[src/rtl/cmdq_pkg.sv]
package cmdq_pkg;
  localparam logic [7:0] OVF_CODE  = 8'h03;
  localparam logic [7:0] OVF_LEN   = 8'h03;
  localparam int         REC_BYTES = 5;

  // saturating 16-bit increment
  function automatic logic [15:0] sat_inc16(input logic [15:0] v);
    return (v == 16'hFFFF) ? v : v + 16'd1;
  endfunction

  // byte of the overflow record at position idx
  function automatic logic [7:0] rec_byte(input logic [2:0] idx,
                                          input logic [7:0] subsys,
                                          input logic [15:0] cnt);
    case (idx)
      3'd0:    return OVF_CODE;
      3'd1:    return OVF_LEN;
      3'd2:    return subsys;
      3'd3:    return cnt[7:0];
      default: return cnt[15:8];
    endcase
  endfunction
endpackage

[src/rtl/cmdq_fifo.sv]
module cmdq_fifo #(
  parameter int DATA_W = 16,
  parameter int DEPTH  = 32
) (
  input  logic              clk,
  input  logic              rst_n,
  input  logic              wr_en,
  input  logic [DATA_W-1:0] wr_data,
  input  logic              rd_en,
  output logic [DATA_W-1:0] rd_data,
  output logic              q_empty,
  output logic              q_full,
  output logic              drop_evt
);
  localparam int PW = (DEPTH > 1) ? $clog2(DEPTH) : 1;
  localparam int CW = $clog2(DEPTH + 1);

  function automatic logic [PW-1:0] adv(input logic [PW-1:0] p);
    return (p == PW'(DEPTH - 1)) ? '0 : p + 1'b1;
  endfunction

  logic [DATA_W-1:0] mem [DEPTH];
  logic [PW-1:0]     wptr, rptr;
  logic [CW-1:0]     count;
  logic              pop;

  assign q_empty  = (count == '0);
  assign q_full   = (count == CW'(DEPTH));
  assign pop      = rd_en && !q_empty;
  assign drop_evt = wr_en && q_full && !pop;
  assign rd_data  = mem[rptr];

  always_ff @(posedge clk) begin
    if (wr_en) mem[wptr] <= wr_data;
  end

  always_ff @(posedge clk) begin
    if (!rst_n) begin
      wptr  <= '0;
      rptr  <= '0;
      count <= '0;
    end else begin
      if (wr_en) wptr <= adv(wptr);
      if (pop || drop_evt) rptr <= adv(rptr);
      if (wr_en && !pop && !drop_evt) count <= count + 1'b1;
      else if (pop && !wr_en)         count <= count - 1'b1;
    end
  end


  depth_bound_chk: assert property (@(posedge clk) disable iff (!rst_n)
    count <= CW'(DEPTH));

  evict_stays_full_chk: assert property (@(posedge clk) disable iff (!rst_n)
    drop_evt |=> q_full);

  pushpop_full_chk: assert property (@(posedge clk) disable iff (!rst_n)
    (q_full && wr_en && rd_en) |=> q_full);
endmodule

[src/rtl/cmdq_drop_tracker.sv]
module cmdq_drop_tracker
  import cmdq_pkg::*;
#(
  parameter int QUIET_CYCLES = 5_000_000
) (
  input  logic        clk,
  input  logic        rst_n,
  input  logic        drop_evt,
  input  logic        ser_busy,
  output logic [15:0] drop_cnt,
  output logic        fire
);
  localparam int TW = $clog2(QUIET_CYCLES + 1);

  logic [TW-1:0] quiet_t;
  logic          window_done;

  assign window_done = (quiet_t == TW'(QUIET_CYCLES));
  assign fire = (drop_cnt != 16'd0) && window_done && !ser_busy && !drop_evt;

  always_ff @(posedge clk) begin
    if (!rst_n) begin
      drop_cnt <= '0;
      quiet_t  <= '0;
    end else if (drop_evt) begin
      drop_cnt <= sat_inc16(drop_cnt);
      quiet_t  <= '0;
    end else if (fire) begin
      drop_cnt <= '0;
    end else if (drop_cnt != 16'd0 && !window_done) begin
      quiet_t  <= quiet_t + 1'b1;
    end
  end


  drop_counts_chk: assert property (@(posedge clk) disable iff (!rst_n)
    (drop_evt && drop_cnt != 16'hFFFF) |=> drop_cnt == $past(drop_cnt) + 16'd1);

  fire_clears_chk: assert property (@(posedge clk) disable iff (!rst_n)
    fire |=> drop_cnt == 16'd0);

  sat_hold_chk: assert property (@(posedge clk) disable iff (!rst_n)
    (drop_evt && drop_cnt == 16'hFFFF) |=> drop_cnt == 16'hFFFF);

  drop_restart_chk: assert property (@(posedge clk) disable iff (!rst_n)
    drop_evt |=> !fire);
endmodule

[src/rtl/cmdq_evt_ser.sv]
module cmdq_evt_ser
  import cmdq_pkg::*;
#(
  parameter logic [7:0] SUBSYS_ID = 8'h01
) (
  input  logic        clk,
  input  logic        rst_n,
  input  logic        fire,
  input  logic [15:0] drop_cnt,
  output logic        ser_busy,
  output logic        evt_valid,
  output logic [7:0]  evt_byte,
  output logic        evt_last
);
  logic        active;
  logic [2:0]  idx;
  logic [15:0] snap;

  assign ser_busy  = active;
  assign evt_valid = active;
  assign evt_last  = active && (idx == 3'(REC_BYTES - 1));
  assign evt_byte  = active ? rec_byte(idx, SUBSYS_ID, snap) : 8'h00;

  always_ff @(posedge clk) begin
    if (!rst_n) begin
      active <= 1'b0;
      idx    <= '0;
      snap   <= '0;
    end else if (fire) begin
      active <= 1'b1;
      idx    <= '0;
      snap   <= drop_cnt;
    end else if (active) begin
      idx <= idx + 1'b1;
      if (evt_last) active <= 1'b0;
    end
  end


  rec_contig_chk: assert property (@(posedge clk) disable iff (!rst_n)
    (evt_valid && !evt_last) |=> evt_valid);

  rec_head_chk: assert property (@(posedge clk) disable iff (!rst_n)
    $rose(evt_valid) |-> evt_byte == OVF_CODE);

  rec_nonzero_chk: assert property (@(posedge clk) disable iff (!rst_n)
    fire |-> drop_cnt != 16'd0);
endmodule

[src/rtl/cmdq_overflow_reporter.sv]
module cmdq_overflow_reporter #(
  parameter int         DATA_W       = 16,
  parameter int         DEPTH        = 32,
  parameter int         QUIET_CYCLES = 5_000_000,
  parameter logic [7:0] SUBSYS_ID    = 8'h01
) (
  input  logic              clk,
  input  logic              rst_n,
  input  logic              wr_en,
  input  logic [DATA_W-1:0] wr_data,
  input  logic              rd_en,
  output logic [DATA_W-1:0] rd_data,
  output logic              q_empty,
  output logic              q_full,
  output logic              evt_valid,
  output logic [7:0]        evt_byte,
  output logic              evt_last
);
  logic        drop_evt;
  logic        fire;
  logic        ser_busy;
  logic [15:0] drop_cnt;

  cmdq_fifo #(.DATA_W(DATA_W), .DEPTH(DEPTH)) u_fifo (
    .clk(clk), .rst_n(rst_n), .wr_en(wr_en), .wr_data(wr_data),
    .rd_en(rd_en), .rd_data(rd_data), .q_empty(q_empty), .q_full(q_full),
    .drop_evt(drop_evt));

  cmdq_drop_tracker #(.QUIET_CYCLES(QUIET_CYCLES)) u_track (
    .clk(clk), .rst_n(rst_n), .drop_evt(drop_evt), .ser_busy(ser_busy),
    .drop_cnt(drop_cnt), .fire(fire));

  cmdq_evt_ser #(.SUBSYS_ID(SUBSYS_ID)) u_ser (
    .clk(clk), .rst_n(rst_n), .fire(fire), .drop_cnt(drop_cnt),
    .ser_busy(ser_busy), .evt_valid(evt_valid), .evt_byte(evt_byte),
    .evt_last(evt_last));


  evict_nonempty_chk: assert property (@(posedge clk) disable iff (!rst_n)
    drop_evt |-> !q_empty);
endmodule

[config.mk]
export PLATFORM = sky130hd
export DESIGN_NAME = cmdq_overflow_reporter
export DESIGN_NICKNAME = d
export VERILOG_FILES = /design/src/rtl/cmdq_pkg.sv /design/src/rtl/cmdq_fifo.sv /design/src/rtl/cmdq_drop_tracker.sv /design/src/rtl/cmdq_evt_ser.sv /design/src/rtl/cmdq_overflow_reporter.sv
export SDC_FILE = /design/constraint.sdc
export NUM_CORES = 1
export LEC_CHECK = 0
export CAP_MARGIN = 40
export CORE_ASPECT_RATIO = 1.75
export CORE_MARGIN = 4
export CORE_UTILIZATION = 40
export DETAILED_ROUTE_END_ITERATION = 8
export DONT_BUFFER_PORTS = 1
export GPL_TIMING_DRIVEN = 0
export PLACE_DENSITY = 0.64
export SLEW_MARGIN = 20
export SYNTH_ARGS = -nofsm -noshare
export SYNTH_HDL_FRONTEND = slang
export SYNTH_SLANG_ARGS = --single-unit
[constraint.sdc]
create_clock -name clk -period 6 [get_ports clk]
set_clock_uncertainty 0.2 [all_clocks]
set_input_delay 1.5 -clock clk [delete_from_list [all_inputs] [get_ports clk]]
set_output_delay 1.5 -clock clk [all_outputs]
set_load 0.02 [all_outputs]
==> key figures <==
Pwr
  • Max IR drop VDD: 0.000201 V
  • PwrDens: 373 mW/mm^2
  • Pleak: 8.36 nW

Timing
  • Final Hold Fails: 0
  • Pins Over Slew Limit: 0
  • Worst Max-Slew Pin Slew: 0.844 ns
  • Setup violations, final: 0
  • Hold slack final: 0.262 ns
  • Min Tclk post-route: 5.21 ns
  • Unrepaired setup endpoints after global routing: false
  • Worst setup margin: 0.791 ns
  • Setup TNS: 0 ns
  • Max-Slew Margin vs Limit: 43.7%
  • Final period utilization: 86.8%
  • Peak Freq: 192 MHz

Clocking
  • CTS tree: done
  • Root Buffer: clkbuf_16
  • CTS clock-pin slew for the worst setup and hold paths: 0.06 ns
  • Post-CTS Setup Bufs: 0
  • PostCTS Resize Cnt: 0
  • TritonCTS buffer count: 52
  • Clk Latency, worst-skew pair: 0.59 ns
  • Clk sinks: 592
  • Clock Path Buffers: 3
  • Cts hold-fix bufs: 0
  • Htree depth: 2

Global routing
  • Busiest grt layer: met2
  • Largest net degree at the start of global routing: 33
  • Met3 Resource Use GR: 2.78%
  • GR met1 Demand/Resource: 18.8%
  • Total track usage: 17.8%
  • Vias in the first global route: 13200
  • Met2 Usage GRT: 33.3%
  • First-pass GRT wire length: 83.4 mm
  • Initial antenna violation count: 0
  • Final global-route overflow total: 0

Synth
  • Sequential share of the synthesized area: 71.4%
  • Synth cell types: 65
  • Synth Cell Area: 0.0238 mm^2
  • Ys flop type: edfxtp_1
  • Asr flop ratio synth: 0%
  • EDFF count, synth: 512
  • Cells after Synth: 1328
  • Synthesized Nets: 1369
  • Warnings, synthesis: 0
  • Mean Syn Cell Area: 17.9 um^2
  • Yosys reg bits: 592

Floorplanning
  • Initial core utilization: 40.3%
  • Core footprint: 0.0591 mm^2
  • Die ar.: 0.0636 mm^2
  • Die width: 192 um
  • Site Rows: 118
  • Die Y: 331 um
  • I/O pins: 48

Finish
  • Nets: 1475
  • P&R area growth vs syn: 14.1%
  • Non-Filler Instances: 2258
  • Fill cells: 5021
  • Post-route cell area: 0.0271 mm^2
  • Register Area: 0.0170 mm^2
  • Most frequent cells in the layout: 512 x edfxtp_1, 128 x mux4_2, 84 x nand2_1, 80 x dfxtp_1, 70 x mux2i_1
  • Commonest non-fill, non-tap cell in the layout: edfxtp_1
  • Inserted Diodes: 0
  • Multi-input logic area: 0.00651 mm^2
  • Layout cells sized above 1: 22.4%

Route
  • Number of DRC markers in iteration 0: 933
  • Routed WL: 56.6 mm
  • DRC errors left: 0
  • Post-route ant nets: 0
  • Vias per std cell: 5.60
  • Routed WL per cell: 25.1 um
  • Drt first pass iters: 5
  • Via count: 12600

Critical path
  • CP Data Arrival Time: 3.51 ns
  • Setup CP Type: reg -> out
  • CP max FO: 10
  • Setup crit end kind: output port
  • Crit start category: flip-flop
  • Worst path required time: 4.30 ns

Place
  • Area post-placement: 0.0254 mm^2
  • PortBufs: 0
  • HPWL after DPL: 39.8 mm
  • Setup slack at placement: 1.36 ns
  • # placed instances: 2160
  • Placer congestion estimate: 0.943

Job
  • Maxcap violations: 0

Run status
  • Run status: finished, final reports clean

Min path
  • HP Class: reg -> reg
==> per-stage QoR <==
stage                     power [W]  util (%)
after detailed placement    0.00685      43.0
after CTS                    0.0102      45.9
after floorplan             0.00622         -
after global placement      0.00681      41.9
final                        0.0101      45.9
after global routing         0.0105      45.9
==> sequential cells by signal (all words and copies together), names as in the netlist, named ones only <==
register,flops
u_track.quiet_t,23
u_ser.snap,16
u_ser.evt_valid,1
u_ser.idx,3
u_fifo.wptr,5
u_fifo.rptr,5
u_fifo.count,6
u_track.drop_cnt,16
u_fifo.mem,512
==> synthesized netlist by cell type, types with 10 or more instances <==
| cell | instances | area (um^2) |
|---|---|---|
| o21ai_0 | 20 | 100 |
| nand4_1 | 14 | 87.6 |
| buf_4 | 15 | 113 |
| mux2i_1 | 70 | 701 |
| nor2_1 | 57 | 214 |
| nor3_1 | 23 | 115 |
| mux4_2 | 128 | 2880 |
| nand3_1 | 27 | 135 |
| xor2_1 | 14 | 123 |
| inv_1 | 17 | 63.8 |
| a21oi_1 | 30 | 150 |
| a22o_1 | 16 | 140 |
| edfxtp_1 | 512 | 15400 |
| nand2_1 | 84 | 315 |
| dfxtp_1 | 80 | 1600 |
| buf_2 | 12 | 60.1 |
| ha_1 | 20 | 250 |
| clkbuf_1 | 33 | 124 |
| a221oi_1 | 16 | 140 |
| and2_1 | 10 | 62.6 |
==> report_power, final <==
part	switching [W]	internal, W	total [W]
Clock	0.00149	0.00192	0.00340
Sequential	0.0000549	0.00452	0.00457
Combinational	0.00120	0.000956	0.00215
Total	0.00274	0.00739	0.0101
==> metal layers <==
metal  vias to the layer above  share of wire (%)  wire [um]
met2                       376                 55      31300
met3                       131                4.8       2710
met4                         0                5.8       3300
met5                         -                  0          0
met1                      6542                 34      19300
li1                       5587                  -          -
==> cells by family after synthesis <==
kind of cell | count (synthesis) | synth area share, %
DFF | 592 | 71.4
and+or+nand+nor | 270 | 5.72
muxes | 199 | 15.1
AOI/OAI and AO/OA | 138 | 4.17
buffers and inverters | 87 | 1.67
xor gates and xnor gates | 21 | 0.774
adders and majority gates | 21 | 1.14
==> worst max-delay path, stage by stage, from the launching register on <==
cell and delay [ns]:
dfxtp_1 0.33, buf_4 0.22, buf_2 0.36, buf_1 0.62, mux4_2 0.35, mux2i_1 0.16
a221oi_1 0.86
==> path summary, 6_finish.rpt <==
| path | slack [ns] | to | cells past startpoint | startpoint |
|---|---|---|---|---|
| worst max-delay path | 0.79 | rd_data[2] | 6 | flip-flop |
| worst min-delay path | 0.26 | u_ser.snap[13] | 2 | u_ser.snap[13] |
| worst max register to register | 2.60 | u_fifo.count[5] | 9 | u_fifo.count[1] |
| worst min register to register | 0.26 | u_ser.snap[13] | 2 | u_ser.snap[13] |
==> final cells by class <==
class / instances / share of cell area [%]
flip-flops and latches: 592 / 62.6
multi-input cells: 649 / 24.0
clock buffers: 66 / 5.15
well taps: 780 / 3.60
repair buffers: 52 / 1.95
clock inverters: 32 / 1.22
plain buffers: 69 / 1.22
inverters: 18 / 0.249
Power figures use the tool's default switching activity.
